File: src/rtl/sndbus_write_seq.sv
module sndbus_write_seq #(
  parameter int SHORT_CLKS  = 12,
  parameter int LONG_CLKS   = 84,
  parameter int SHORT_READS = 6,
  parameter int LONG_READS  = 35,
  parameter int STROBE_W    = 2,
  parameter int RD_W        = 2
) (
  input  logic       clk,
  input  logic       rst_n,
  input  logic       req_valid,
  output logic       req_ready,
  input  logic [7:0] req_addr,
  input  logic [7:0] req_data,
  input  logic       wait_mode,
  input  logic       rd_req,
  output logic       rd_valid,
  output logic [7:0] rd_data,
  output logic       bus_cs_n,
  output logic       bus_we_n,
  output logic       bus_rd_n,
  output logic       bus_a0,
  output logic [7:0] bus_dout,
  input  logic [7:0] bus_din
);

  localparam int M1   = (SHORT_CLKS > LONG_CLKS) ? SHORT_CLKS : LONG_CLKS;
  localparam int M2   = (SHORT_READS > LONG_READS) ? SHORT_READS : LONG_READS;
  localparam int M3   = (STROBE_W > RD_W) ? STROBE_W : RD_W;
  localparam int M12  = (M1 > M2) ? M1 : M2;
  localparam int MAXN = (M12 > M3) ? M12 : M3;
  localparam int CW   = $clog2(MAXN + 1);
  localparam int PW   = $clog2(RD_W + 1);
  localparam logic [PW-1:0] PH_LAST = PW'(RD_W);

  typedef enum logic [2:0] {S_IDLE, S_ASTB, S_AWAIT, S_DSTB, S_DWAIT, S_RSTB} st_t;

  st_t           st, st_n;
  logic [CW-1:0] cnt, cnt_n;
  logic [PW-1:0] ph, ph_n;
  logic          mode_q;
  logic [7:0]    data_q;
  logic          tick, accept, we_low_n, rd_low_n, waiting_n;

  assign req_ready = (st == S_IDLE);
  assign accept    = req_ready && req_valid;
  assign tick      = !mode_q || (ph == PH_LAST);

  always_comb begin
    st_n  = st;
    cnt_n = cnt;
    ph_n  = ph;
    case (st)
      S_IDLE: begin
        if (req_valid) begin
          st_n  = S_ASTB;
          cnt_n = CW'(STROBE_W - 1);
        end else if (rd_req) begin
          st_n  = S_RSTB;
          cnt_n = CW'(RD_W - 1);
        end
      end
      S_ASTB: begin
        if (cnt == '0) begin
          st_n  = S_AWAIT;
          cnt_n = mode_q ? CW'(SHORT_READS - 1) : CW'(SHORT_CLKS - 1);
          ph_n  = '0;
        end else cnt_n = cnt - 1'b1;
      end
      S_AWAIT: begin
        if (mode_q) ph_n = (ph == PH_LAST) ? '0 : ph + 1'b1;
        if (tick) begin
          if (cnt == '0) begin
            st_n  = S_DSTB;
            cnt_n = CW'(STROBE_W - 1);
          end else cnt_n = cnt - 1'b1;
        end
      end
      S_DSTB: begin
        if (cnt == '0) begin
          st_n  = S_DWAIT;
          cnt_n = mode_q ? CW'(LONG_READS - 1) : CW'(LONG_CLKS - 1);
          ph_n  = '0;
        end else cnt_n = cnt - 1'b1;
      end
      S_DWAIT: begin
        if (mode_q) ph_n = (ph == PH_LAST) ? '0 : ph + 1'b1;
        if (tick) begin
          if (cnt == '0) st_n = S_IDLE;
          else cnt_n = cnt - 1'b1;
        end
      end
      S_RSTB: begin
        if (cnt == '0) st_n = S_IDLE;
        else cnt_n = cnt - 1'b1;
      end
      default: st_n = S_IDLE;
    endcase
  end

  assign waiting_n = (st_n == S_AWAIT) || (st_n == S_DWAIT);
  assign we_low_n  = (st_n == S_ASTB) || (st_n == S_DSTB);
  assign rd_low_n  = (st_n == S_RSTB) || (mode_q && waiting_n && (ph_n != PH_LAST));

  always_ff @(posedge clk or negedge rst_n) begin
    if (!rst_n) begin
      st       <= S_IDLE;
      cnt      <= '0;
      ph       <= '0;
      mode_q   <= 1'b0;
      data_q   <= '0;
      bus_cs_n <= 1'b1;
      bus_we_n <= 1'b1;
      bus_rd_n <= 1'b1;
      bus_a0   <= 1'b0;
      bus_dout <= '0;
      rd_valid <= 1'b0;
      rd_data  <= '0;
    end else begin
      st       <= st_n;
      cnt      <= cnt_n;
      ph       <= ph_n;
      bus_we_n <= !we_low_n;
      bus_rd_n <= !rd_low_n;
      bus_cs_n <= !(we_low_n || rd_low_n);
      bus_a0   <= (st_n == S_DSTB);
      if (accept) begin
        mode_q   <= wait_mode;
        data_q   <= req_data;
        bus_dout <= req_addr;
      end else if (st_n == S_DSTB && st != S_DSTB) begin
        bus_dout <= data_q;
      end
      rd_valid <= (st == S_RSTB) && (cnt == '0);
      if (st == S_RSTB && cnt == '0) rd_data <= bus_din;
    end
  end


  strobes_exclusive_chk: assert property (@(posedge clk) disable iff (!rst_n)
    !(!bus_we_n && !bus_rd_n));


  busy_no_ready_chk: assert property (@(posedge clk) disable iff (!rst_n)
    (!bus_we_n || !bus_rd_n) |-> !req_ready);


  accept_addr_phase_chk: assert property (@(posedge clk) disable iff (!rst_n)
    (req_valid && req_ready) |=> (!bus_we_n && !bus_a0 && bus_dout == $past(req_addr)));


  strobe_stable_chk: assert property (@(posedge clk) disable iff (!rst_n)
    (!bus_we_n && $past(!bus_we_n)) |-> ($stable(bus_dout) && $stable(bus_a0)));


  read_port0_chk: assert property (@(posedge clk) disable iff (!rst_n)
    !bus_rd_n |-> !bus_a0);


  rd_pulse_single_chk: assert property (@(posedge clk) disable iff (!rst_n)
    rd_valid |=> !rd_valid);

endmodule

File: config.mk
export PLATFORM = sky130hd
export DESIGN_NAME = sndbus_write_seq
export DESIGN_NICKNAME = d
export VERILOG_FILES = /design/src/rtl/sndbus_write_seq.sv
export SDC_FILE = /design/constraint.sdc
export NUM_CORES = 1
export LEC_CHECK = 0
export CORE_MARGIN = 2
export CORE_UTILIZATION = 35
export CTS_BUF_LIST = sky130_fd_sc_hd__clkbuf_4
export CTS_CLUSTER_DIAMETER = 150
export DETAILED_ROUTE_END_ITERATION = 8
export DONT_BUFFER_PORTS = 1
export PLACE_DENSITY = 0.53
export SETUP_SLACK_MARGIN = 0.05
export SYNTH_ARGS = -nofsm -noshare
export SYNTH_HDL_FRONTEND = slang
export SYNTH_SLANG_ARGS = --single-unit
File: constraint.sdc
create_clock -name clk -period 2.5 [get_ports clk]
set_input_delay 0.5 -clock clk [delete_from_list [all_inputs] [get_ports clk]]
set_output_delay 0.5 -clock clk [all_outputs]
set_load 0.01 [all_outputs]
* Yosys cells after proc, flatten, opt, wreduce, memory -nomap -nowiden
Index checks and enable logic that the tools add are counted.
Word-level totals: register bits 42, bits in latches 0, bits in writable memories 0, ROM bits 0, input bits 29, output and inout port bits 22, logic and storage cells 77, memories kept 0
Operators by class: $add $sub $neg 2, $mul 0, divide/modulo/power cells 0, order comparisons 0, equal/unequal tests 16, shift-type cells 0, muxes and demuxes 26, bitwise gates (word level) 0, reductions and logical operators 21
Operators by type and width (count):
- $mux 7 | 9
- $pmux 7 s6 | 1
- $mux 3 | 8
- $pmux 3 s6 | 1
- $mux 8 | 2
- $eq 3x2->1 const B | 4
- $eq 3x3->1 const B | 4
- $logic_not 7->1 | 1
- $sub 7x1->7 const B | 1
- $eq 3x1->1 const B | 2
- $mux 2 | 3
- $ne 2x2->1 const B | 3
- $ne 3x2->1 const B | 2
- $reduce_bool 6->1 | 1
- $logic_and 1x1->1 | 5
- $logic_or 1x1->1 | 5
- $logic_not 1->1 | 4
- $mux 4 | 1
- $pmux 2 s2 | 1
- $reduce_and 4->1 | 1
- $reduce_or 2->1 | 2
- $logic_not 3->1 | 1
- $add 2x1->2 const B | 1
- $eq 2x2->1 const B | 1
- $reduce_bool 2->1 | 1

* Longest topological paths before layout
Gate-level depths: netlist of run 1.
word-level depth 11, mapped depth 8, gate-level depth less buffers 7

* Worst setup path before layout of run 1
OpenSTA, ideal clock, no wires.
kind register -> register, start point register st[1], end point register data_q[5], library setup time 0.125 ns, arrival 1.852 ns, path slack 0.523 ns, stages on the path, launching flop included 7, path buffers 3, path through dfrtp_1 -> buf_2 -> nor3_1 -> and2_1 -> buf_2 -> buf_2 -> mux2_2
Between the ends: longest elaborated chain between the ends 2
RTL lines:
- from (decl) | RTL line 38 | st_t st, st_n;
- from (signal assigned) | RTL line 120 | st <= st_n;
- $logic_not 3->1 | RTL line 45 | assign req_ready = (st == S_IDLE);
- net req_ready | RTL line 12 | output logic req_ready,
- $logic_and 1x1->1 | RTL line 46 | assign accept = req_ready && req_valid;
- to (signal assigned) | RTL line 129 | data_q <= req_data;
- to (decl) | RTL line 42 | logic [7:0] data_q;
The timed path passes the listed nets, and every way through them passes these cells. A chain may end at the register's enable or synchronous reset.

* Worst setup path in the final report of run 1
start point register cnt[0], end point register bus_rd_n
Between the ends: longest elaborated chain between the ends 10, elaborated cells between the ends (all ways) 19
RTL lines:
- from (decl) | RTL line 39 | logic [CW-1:0] cnt, cnt_n;
- from (signal assigned) | RTL line 121 | cnt <= cnt_n;
- $logic_not 7->1 *
- $mux 3, on equally long branches | RTL line 89, 94, 73
- $mux 3, on equally long branches | RTL line 88, 72
- $pmux 3 s6 * | RTL line 53 | case (st)
- net st_n[2] | RTL line 38
- $eq 3x2->1 or $eq 3x3->1 (tied branches) | RTL line 101 | assign waiting_n = (st_n == S_AWAIT) || (st_n == S_DWAIT);
- $logic_or 1x1->1 | RTL line 101
- $logic_and 1x1->1 (2 in a row) | RTL line 103 | assign rd_low_n = (st_n == S_RSTB) || (mode_q && waiting_n && (ph_n != PH_LAST));
- $logic_or 1x1->1 * | RTL line 103
- $logic_not 1->1 * | RTL line 124 | bus_rd_n <= !rd_low_n;
- to (signal assigned) | RTL line 124
- to (decl) | RTL line 21 | output logic bus_rd_n,
Mark *: on every way through the listed nets, which the timed path passes. The rest lies on a longest branch.

==> metrics.yaml, run 1 <==
setup.worst_path.class: "register to register"
synth-edff-count: 0
vias: 1669
effective_utilization_at_floorplan_pct: 35.8
cts_hold_bufs: 2
max-slew-margin-rel_pct: 62.7
post-route-worst-setup-slack_ns: 0.385
asyncSetResetFlopFracSynth_pct: 100
mappedNetlistNets: 255
ys_seq_elements: 42
worstPathMaxFanout: 6
clock_tree.root_cell: "sky130_fd_sc_hd__clkbuf_4"
synth_compound_area_share_pct: 16.9
post-synth-top-area-cell: "sky130_fd_sc_hd__dfrtp_1"
grt_pass1_wl_um: 8120
power_frac_seq_pct: 45.4
grt_max_degree: 43
grt_overflow: 0
clock_power_share_pct: 12.2
detail_route.drc_violations: 0
cts-buffers-inserted: 5
synth.distinct_cells: 45
antenna_cells: 0
antenna_found_initial: 0
post_synth.cell_area_avg_um2: 10.0
tritoncts_num_sinks: 42
cts_buffer_depth: 2
die_x_um: 84.1
swShare_pct: 40.5
unrepaired_setup_endpoints_after_global_routing: "false"
run_status: "finished, final reports clean"
groute.usage.overall_pct: 14.2
die_height_um: 84.1
final.hold.worst_slack_ns: 0.291
mappedNetlistArea_um2: 2250
synth_top_family_by_area: "compound AO/OA/AOI/OAI gates"
fin_worst_skew_ns: 0.00855
power.ir.vdd_worst_uv: 543
power_density_nw_per_um2: 1090
postCtsSetupBuffers: 0
synthMostInstantiatedCell: "sky130_fd_sc_hd__dfrtp_1"
port_buffers: 0
leak_nw: 1.05
post_synth_fa_ha_maj_area_fraction_pct: 1.11
finalCritPeriodShare_pct: 84.6
area_growth_syn_to_layout_pct: 9.24
pre_cts_slack_ns: 0.409
cts_tree: "yes"
post_route_cells_drive_above_1_share_pct: 19.3
post_layout_net_count: 263
power.combinational.fraction_pct: 42.4
cts.reportedPaths.clkPinSlew_ns: 0.13
switching_power_mw: 1.08
final_antenna_violating_net_count: 0
synth_top_cells_by_area: "sky130_fd_sc_hd__dfrtp_1 (43%), sky130_fd_sc_hd__mux2_2 (8.5%), sky130_fd_sc_hd__mux2i_1 (5.3%)"
share_of_the_yosys_chip_area_belonging_to_registers_pct: 46.9
gp_routability_congestion: 0.852
report.final.hold_viol_count: 0
max_freq_ghz: 0.473
p_int_mw: 1.59
max_slew.worst_pin.slew_ns: 0.559
first_global_vias: 1584
worstSkewPairLatency_ns: 0.35
drt-total-wl_um: 4960
synth_mux_area_share_pct: 13.9
cts_htree_levels: 2
coreArea_um2: 6280
report.final.setup_viol: 0
maxCapViolations: 0
final-max-slew-violation-count: 0
io-pin-count: 51
timing.critical_path.arrival_ns: 2.40
first_iter_violations: 110
synth.yosys.warnings: 0
std_cell_rows: 29
yosys.area_share.xor_xnor_pct: 1.56
worstSetupStartpointType: "register"
critical_path.endpoint_type: "register"
avgViaCountPerCell: 5.38
routed_wire_length_per_instance_um: 16.0
synthCells: 224
detailedPlacementHpwl_um: 3670
yosys.area.top_type_share_pct: 43.4
finalSetupTns_ns: 0
drt-pass1-iter-count: 4
finish.cell_count_without_fillers: 310
dp_cell_count: 300
dieArea_um2: 7080
min-delay-path-class: "input port to register"
synth-simple-area-share_pct: 16.7
period_needed_ns: 2.12
post_cts_resize_count: 0
finish.utilization_pct: 39.1
postSynth.topFlopCell: "sky130_fd_sc_hd__dfrtp_1"
worst_ep_required_time_ns: 2.78
post_synth_most_frequent_cells: "sky130_fd_sc_hd__dfrtp_1 (39), sky130_fd_sc_hd__nand2_1 (23), sky130_fd_sc_hd__o21ai_0 (19), sky130_fd_sc_hd__mux2_2 (17), sky130_fd_sc_hd__nor2_1 (14)"
[placed cells by master, fill, tap and decap left out, types with 2 or more instances in the layout]
cell,count
sky130_fd_sc_hd__buf_4,10
sky130_fd_sc_hd__nand2_1,23
sky130_fd_sc_hd__dfstp_2,3
sky130_fd_sc_hd__mux2_2,17
sky130_fd_sc_hd__nor3_1,4
sky130_fd_sc_hd__and2_1,3
sky130_fd_sc_hd__ha_1,2
sky130_fd_sc_hd__a21oi_1,12
sky130_fd_sc_hd__clkbuf_4,5
sky130_fd_sc_hd__nor2b_1,7
sky130_fd_sc_hd__nor4_1,2
sky130_fd_sc_hd__nor2_1,14
sky130_fd_sc_hd__nand3_1,5
sky130_fd_sc_hd__nand2b_1,7
sky130_fd_sc_hd__xnor2_1,2
sky130_fd_sc_hd__a21o_1,2
sky130_fd_sc_hd__o211ai_1,3
sky130_fd_sc_hd__a211oi_1,4
sky130_fd_sc_hd__a311oi_1,2
sky130_fd_sc_hd__nor2_2,2
sky130_fd_sc_hd__inv_1,5
sky130_fd_sc_hd__o22ai_1,2
sky130_fd_sc_hd__xor2_1,2
sky130_fd_sc_hd__mux2i_1,12
sky130_fd_sc_hd__nor3b_1,2
sky130_fd_sc_hd__o21ai_0,19
sky130_fd_sc_hd__dfrtp_1,39
[cell type report]
type,instances,area (um^2)
Sequential cell,42,1050
Tap cell,77,96.3
Fill cell,638,3820
Clock buffer,5,37.5
Inverter,5,18.8
Multi-Input combinational cell,166,1130
Timing Repair Buffer,12,105
Clock inverter,3,16.3
[cells by family after synthesis]
kind of cell | after synthesis
fa+ha+maj | 2
simple gates | 74
xor+xnor | 4
buf+inv | 16
compound gates | 57
flops | 42
mux | 29
[routing by layer]
metal | global-route usage (%) | vias to the layer above | routed length (um)
li1 | - | 820 | -
met1 | 19.7 | 794 | 2280
met4 | 3.96 | 0 | 43
met3 | 3.76 | 4 | 317
met2 | 22.2 | 51 | 2330
met5 | 0 | - | 0
[flip-flops by register name, indices dropped and copies added (netlist names), 2 cells and up]
name,flops
rd_data,8
data_q,8
bus_dout,8
ph,2
cnt,7
st,3
[through the flow]
stage          total power, mW  area (um^2)
2_1_floorplan             2.06         2250
3_3_place_gp              2.35         2370
3_5_place_dp              2.35         2370
4_1_cts                   2.70         2450
5_1_grt                   2.90         2450
6_report                  2.68         2450
[power groups by stage]
stage | sequential [mW] | combinational, mW | clock, mW
finish | 1.22 | 1.13 | 0.327
global route | 1.25 | 1.26 | 0.379
CTS | 1.22 | 1.14 | 0.347
detailed placement | 1.23 | 1.12 | 0
global placement | 1.23 | 1.12 | 0
floorplan | 1.17 | 0.893 | 0
[worst max-delay path, stage by stage, from the launching register on]
cell and delay, ns:
sky130_fd_sc_hd__dfrtp_1 0.40, sky130_fd_sc_hd__inv_1 0.14, sky130_fd_sc_hd__ha_1 0.24, sky130_fd_sc_hd__nor2b_1 0.42
sky130_fd_sc_hd__o211ai_1 0.17, sky130_fd_sc_hd__a222oi_1 0.43, sky130_fd_sc_hd__inv_1 0.15, sky130_fd_sc_hd__o22ai_2 0.11
[path summary, 6_finish.rpt]
kind | slack (ns) | depth (start not counted) | endpoint | start
max in group asynchronous | 1.65 | 2 | bus_rd_n | rst_n
max reg2reg | 0.38 | 7 | bus_rd_n | cnt[0]
min reg2reg | 0.52 | 1 | data_q[3] | data_q[3]
min | 0.29 | 1 | rd_data[1] | bus_din[1]
max | 0.38 | 7 | bus_rd_n | cnt[0]
min in group asynchronous | 0.59 | 2 | st[2] | rst_n
(Power assumes the default switching activity.)
==> run 2: changes to the inputs <==
- clock period: 2.5 -> 2.1 ns (I/O delays scaled with it)
==> metrics.yaml, run 2 (same netlist as run 1, synthesis figures left out) <==
routed_wire_length_per_instance_um: 16.9  # was 16.0 um
coreArea_um2: 6280  # unchanged
unrepaired_setup_endpoints_after_global_routing: "true"  # was false
leak_nw: 1.10  # was 1.05 nW
post_layout_net_count: 272  # was 263
area_growth_syn_to_layout_pct: 15.4  # was 9.24%
cts_tree: "yes"  # unchanged
final_antenna_violating_net_count: 0  # unchanged
finish.utilization_pct: 41.3  # was 39.1%
final_cell_mix: "sky130_fd_sc_hd__dfrtp_1 (37), sky130_fd_sc_hd__nand2_1 (23), sky130_fd_sc_hd__o21ai_0 (19)"  # was sky130_fd_sc_hd__dfrtp_1 (39), sky130_fd_sc_hd__nand2_1 (23), sky130_fd_sc_hd__o21ai_0 (19)
finalCritPeriodShare_pct: 96.4  # was 84.6%
post-route-worst-setup-slack_ns: 0.0764  # was 0.385 ns
grt_overflow: 0  # unchanged
antenna_found_initial: 0  # unchanged
report.final.hold_viol_count: 0  # unchanged
period_needed_ns: 2.02  # was 2.12 ns
worstPathMaxFanout: 4  # was 6
min_from: "bus_din[4]"  # was bus_din[1]
final-max-slew-violation-count: 0  # unchanged
cts-buffers-inserted: 5  # unchanged
detail_route.drc_violations: 0  # unchanged
vias: 1748  # was 1669
routed.top_layer: "met4"  # unchanged
avgViaCountPerCell: 5.48  # was 5.38
drt-pass1-iter-count: 4  # unchanged
groute.usage.overall_pct: 15.8  # was 14.2%
effective_utilization_at_floorplan_pct: 35.8  # unchanged
max-slew-margin-rel_pct: 71.3  # was 62.7%
timing.critical_path.max_delay_family: "simple AND/OR/NAND/NOR gates"  # was compound AO/OA/AOI/OAI gates
max_slew.worst_pin.slew_ns: 0.427  # was 0.559 ns
setup.worst_path.class: "register to register"  # unchanged
run_status: "finished, final reports clean"  # unchanged
critical_path.slowest_cell: "sky130_fd_sc_hd__or4_4"  # was sky130_fd_sc_hd__a222oi_1
pre_cts_slack_ns: 0.00986  # was 0.409 ns
power_density_nw_per_um2: 1310  # was 1090 nW/um^2
post_route_cells_drive_above_1_share_pct: 26.4  # was 19.3%
port_buffers: 0  # unchanged
detailroute.wirelength.met2_um: 2570  # was 2330 um
maxCapViolations: 0  # unchanged
critical_path.endpoint_type: "register"  # unchanged
cts.reportedPaths.clkPinSlew_ns: 0.13  # about the same
layout_commonest_cell: "sky130_fd_sc_hd__dfrtp_1"  # unchanged
detailedPlacementHpwl_um: 3750  # was 3670 um
critical_register_to_register_path_startpoint: "cnt[2]"  # was cnt[0]
reg.largest.list: "bus_dout: 8 flops, data_q: 8 flops, rd_data: 8 flops"  # unchanged
max_freq_ghz: 0.494  # was 0.473 GHz
antenna_cells: 0  # unchanged
io-pin-count: 51  # unchanged
first_iter_violations: 88  # was 110
min-delay-path-class: "input port to register"  # unchanged
drt-total-wl_um: 5400  # was 4960 um
grt_max_degree: 43  # unchanged
worstSkewPairLatency_ns: 0.35  # about the same
cp.buffers_inverters: 0  # was 2
crit_start: "cnt[2]"  # was cnt[0]
tritoncts_num_sinks: 42  # unchanged
routed-wl-met3_um: 236  # was 317 um
clock_tree.root_cell: "sky130_fd_sc_hd__clkbuf_4"  # unchanged
routedLengthMet1_um: 2510  # was 2280 um
cts_htree_levels: 2  # unchanged
dieArea_um2: 7080  # unchanged
die_height_um: 84.1  # unchanged
die_x_um: 84.1  # unchanged
critical-path-max-stage-delay_ns: 0.60  # was 0.43 ns
worst_ep_required_time_ns: 2.39  # was 2.78 ns
grt_pass1_wl_um: 9030  # was 8120 um
worstPathCellList: "or4_4 -> o21ai_4 -> a21oi_2 -> or3b_4 -> o22ai_2"  # was inv_1 -> ha_1 -> nor2b_1 -> o211ai_1 -> a222oi_1 -> inv_1 -> o22ai_2
power.ir.vdd_worst_uv: 554  # was 543 uV
worstSetupStartpointType: "register"  # unchanged
report.final.setup_viol: 0  # unchanged
cts_buffer_depth: 2  # unchanged
std_cell_rows: 29  # unchanged
first_global_vias: 1767  # was 1584
timing.critical_path.arrival_ns: 2.32  # was 2.40 ns
fin_worst_skew_ns: 0.00718  # was 0.00855 ns
gp_routability_congestion: 0.840  # was 0.852
-- run 2: worst paths after layout --
| kind | endpoint | slack, ns | cells past startpoint |
|---|---|---|---|
| setup reg to reg | bus_rd_n | 0.08 | 5 |
| setup / recovery | bus_rd_n | 0.08 | 5 |
| max in group asynchronous | bus_rd_n | 1.31 | 2 |
| hold / removal | rd_data[4] | 0.21 | 1 |
| min in group asynchronous | cnt[0] | 0.53 | 2 |
| hold reg to reg | data_q[5] | 0.52 | 1 |
-- run 2: repair_timing --
item,4_1_cts,5_1_grt
pin swaps,0,3
hold buffers,2,0
setup endpoints to repair,15,25
hold endpoints to repair,42,0
resized for setup,3,9
setup buffers,0,3
-- run 2: power by group --
part	switching [mW]	total [mW]	internal [mW]	leakage [nW]
registers	0.323	1.46	1.14	0.539
logic	0.797	1.54	0.744	0.537
clock network	0.275	0.399	0.125	0.0286
-- run 2: through the flow --
stage / hold slack [ns] / area [um^2] / cells / total power, mW / TNS (ns)
after global placement: 0.126 / 2430 / 306 / 2.88 / -0.0613
after CTS: 0.193 / 2530 / 316 / 3.33 / 0
after floorplan: 0.124 / 2250 / 224 / 2.45 / 0
final: 0.206 / 2590 / 319 / 3.40 / 0
after global routing: 0.174 / 2590 / 319 / 3.68 / 0
after detailed placement: 0.126 / 2430 / 306 / 2.88 / 0
-- run 2: layout make-up --
type | instances | area [um^2]
Timing Repair Buffer | 21 | 193
Multi-Input combinational cell | 166 | 1170
Clock buffer | 5 | 37.5
Clock inverter | 3 | 16.3
Fill cell | 635 | 3680
Tap cell | 77 | 96.3
Inverter | 5 | 18.8
Sequential cell | 42 | 1060
-- run 2: layer usage --
metal | track usage, % | vias to the layer above
li1 | - | 841
met5 | 0 | -
met2 | 24.5 | 43
met4 | 4.84 | 0
met1 | 22.2 | 856
met3 | 3.36 | 8
==> run 3: changes to the inputs <==
- ABC_CLOCK_PERIOD_IN_PS: not set -> 2100
- REMOVE_ABC_BUFFERS: not set -> 1
==> metrics.yaml, run 3 (same netlist as run 1, synthesis figures left out) <==
run_status: "finished, final reports clean"  # unchanged
power_density_nw_per_um2: 1320  # was 1310 nW/um^2
timing.critical_path.max_delay_family: "simple AND/OR/NAND/NOR gates"  # unchanged
routed-wl-met3_um: 554  # was 236 um
power.ir.vdd_worst_uv: 548  # was 554 uV
post_route_cells_drive_above_1_share_pct: 26.2  # was 26.4%
area_growth_syn_to_layout_pct: 15.3  # was 15.4%
first_iter_violations: 158  # was 88
regArea_um2: 1060  # about the same
cts_tree: "yes"  # unchanged
coreArea_um2: 6280  # unchanged
report.final.setup_viol: 0  # unchanged
detail_route.drc_violations: 0  # unchanged
critical-path-max-stage-delay_ns: 0.59  # was 0.60 ns
first_global_vias: 1769  # was 1767
max-slew-margin-rel_pct: 57.1  # was 71.3%
cts_buffer_depth: 2  # unchanged
dieArea_um2: 7080  # unchanged
post_layout_net_count: 278  # was 272
n_fill_cell: 606  # was 635
final_cell_mix: "sky130_fd_sc_hd__dfrtp_1 (38), sky130_fd_sc_hd__buf_4 (25), sky130_fd_sc_hd__nand2_1 (23)"  # was sky130_fd_sc_hd__dfrtp_1 (37), sky130_fd_sc_hd__nand2_1 (23), sky130_fd_sc_hd__o21ai_0 (19)
die_height_um: 84.1  # unchanged
die_x_um: 84.1  # unchanged
reg.largest.list: "bus_dout: 8 flops, data_q: 8 flops, rd_data: 8 flops"  # unchanged
detailedPlacementHpwl_um: 3810  # was 3750 um
avgViaCountPerCell: 5.34  # was 5.48
drt-pass1-iter-count: 4  # unchanged
unrepaired_setup_endpoints_after_global_routing: "false"  # was true
port_buffers: 0  # unchanged
worstPathCellList: "or4_4 -> o21ai_4 -> a21oi_1 -> or3b_4 -> o22ai_2"  # was or4_4 -> o21ai_4 -> a21oi_2 -> or3b_4 -> o22ai_2
grt_max_degree: 43  # unchanged
gp_routability_congestion: 0.834  # was 0.840
worstSkewPairLatency_ns: 0.35  # about the same
antenna_cells: 0  # unchanged
dp_cell_count: 310  # was 306
critical_path.slowest_cell: "sky130_fd_sc_hd__or4_4"  # unchanged
drt-total-wl_um: 5190  # was 5400 um
clock_tree.root_cell: "sky130_fd_sc_hd__clkbuf_4"  # unchanged
final_antenna_violating_net_count: 0  # unchanged
groute.usage.overall_pct: 15.3  # was 15.8%
leak_nw: 1.13  # was 1.10 nW
critical_path.endpoint_type: "register"  # unchanged
area_taken_by_multi_input_logic_gates_um2: 1140  # was 1170 um^2
routedLengthMet1_um: 2270  # was 2510 um
max_slew.worst_pin.slew_ns: 0.642  # was 0.427 ns
cts.reportedPaths.clkPinSlew_ns: 0.13  # about the same
effective_utilization_at_floorplan_pct: 35.8  # unchanged
maxCapViolations: 0  # unchanged
std_cell_rows: 29  # unchanged
min-delay-path-class: "input port to register"  # unchanged
timing.critical_path.arrival_ns: 2.27  # was 2.32 ns
tritoncts_num_sinks: 42  # unchanged
finalCritPeriodShare_pct: 94.5  # was 96.4%
worstSetupStartpointType: "register"  # unchanged
p_total_mw: 3.42  # was 3.40 mW
routed_wire_length_per_instance_um: 16.0  # was 16.9 um
routed.top_layer: "met4"  # unchanged
layout_commonest_cell: "sky130_fd_sc_hd__dfrtp_1"  # unchanged
vias: 1734  # was 1748
cp.buffers_inverters: 0  # unchanged
final-max-slew-violation-count: 0  # unchanged
finish.cell_count_without_fillers: 325  # was 319
fin_worst_skew_ns: 0.0133  # was 0.00718 ns
antenna_found_initial: 0  # unchanged
grt_pass1_wl_um: 8790  # was 9030 um
worst_ep_required_time_ns: 2.39  # about the same
max_freq_ghz: 0.504  # was 0.494 GHz
setup.worst_path.class: "register to register"  # unchanged
detailroute.wirelength.met2_um: 2290  # was 2570 um
cts-buffers-inserted: 5  # unchanged
io-pin-count: 51  # unchanged
report.final.hold_viol_count: 0  # unchanged
period_needed_ns: 1.98  # was 2.02 ns
cts_htree_levels: 2  # unchanged
worstPathMaxFanout: 4  # unchanged
grt_overflow: 0  # unchanged
-- run 3: layout make-up --
cell class	instances	share of cell area (%)
clock buffers	7	2.03
clock inverters	1	0.290
inverters	5	0.724
multi-input cells	166	44.1
flip-flops and latches	42	40.8
well taps	77	3.72
repair buffers	27	8.40
-- run 3: metrics by stage --
| stage | setup TNS (ns) | setup WS, ns | hold slack (ns) | util [%] | cell area, um^2 |
|---|---|---|---|---|---|
| global route | 0 | 0.0502 | 0.180 | 41.3 | 2590 |
| finish | 0 | 0.115 | 0.202 | 41.3 | 2590 |
| detailed placement | 0 | 0.0614 | 0.125 | 39.0 | 2450 |
| CTS | 0 | 0.0820 | 0.184 | 40.8 | 2560 |
| floorplan | -4.84 | -0.315 | 0.124 | - | 2200 |
| global placement | 0 | 0.0552 | 0.125 | 39.0 | 2450 |
-- run 3: metal layers --
metal / global-route usage (%) / up-vias
met2: 23.4 / 74
met4: 5.57 / 0
met3: 5.24 / 7
met5: 0 / -
li1: - / 846
met1: 20.2 / 807
-- run 3: worst paths after layout --
kind	cells after the start	start	to	slack, ns
worst max-delay path	5	cnt[3]	bus_rd_n	0.12
worst min-delay path	1	wait_mode	mode_q	0.20
worst max register to register	5	cnt[3]	bus_rd_n	0.12
worst min register to register	1	data_q[1]	data_q[1]	0.52
max in group asynchronous	2	rst_n	bus_we_n	1.32
min in group asynchronous	2	rst_n	rd_data[0]	0.50
-- run 3: repair_timing --
| action | in CTS | in global routing |
|---|---|---|
| pin swaps | 0 | 2 |
| resized for setup | 1 | 3 |
| hold buffers | 2 | 0 |
| setup endpoints to repair | 1 | 6 |
| buffers inserted | 3 | 2 |
| cloned | 0 | 0 |
| hold endpoints to repair | 42 | 0 |
-- run 3: power breakdown --
group | leakage [nW] | internal (mW) | switching [mW]
combinational | 0.560 | 0.768 | 0.782
sequential | 0.541 | 1.12 | 0.320
clock | 0.0324 | 0.158 | 0.266
total | 1.13 | 2.05 | 1.37
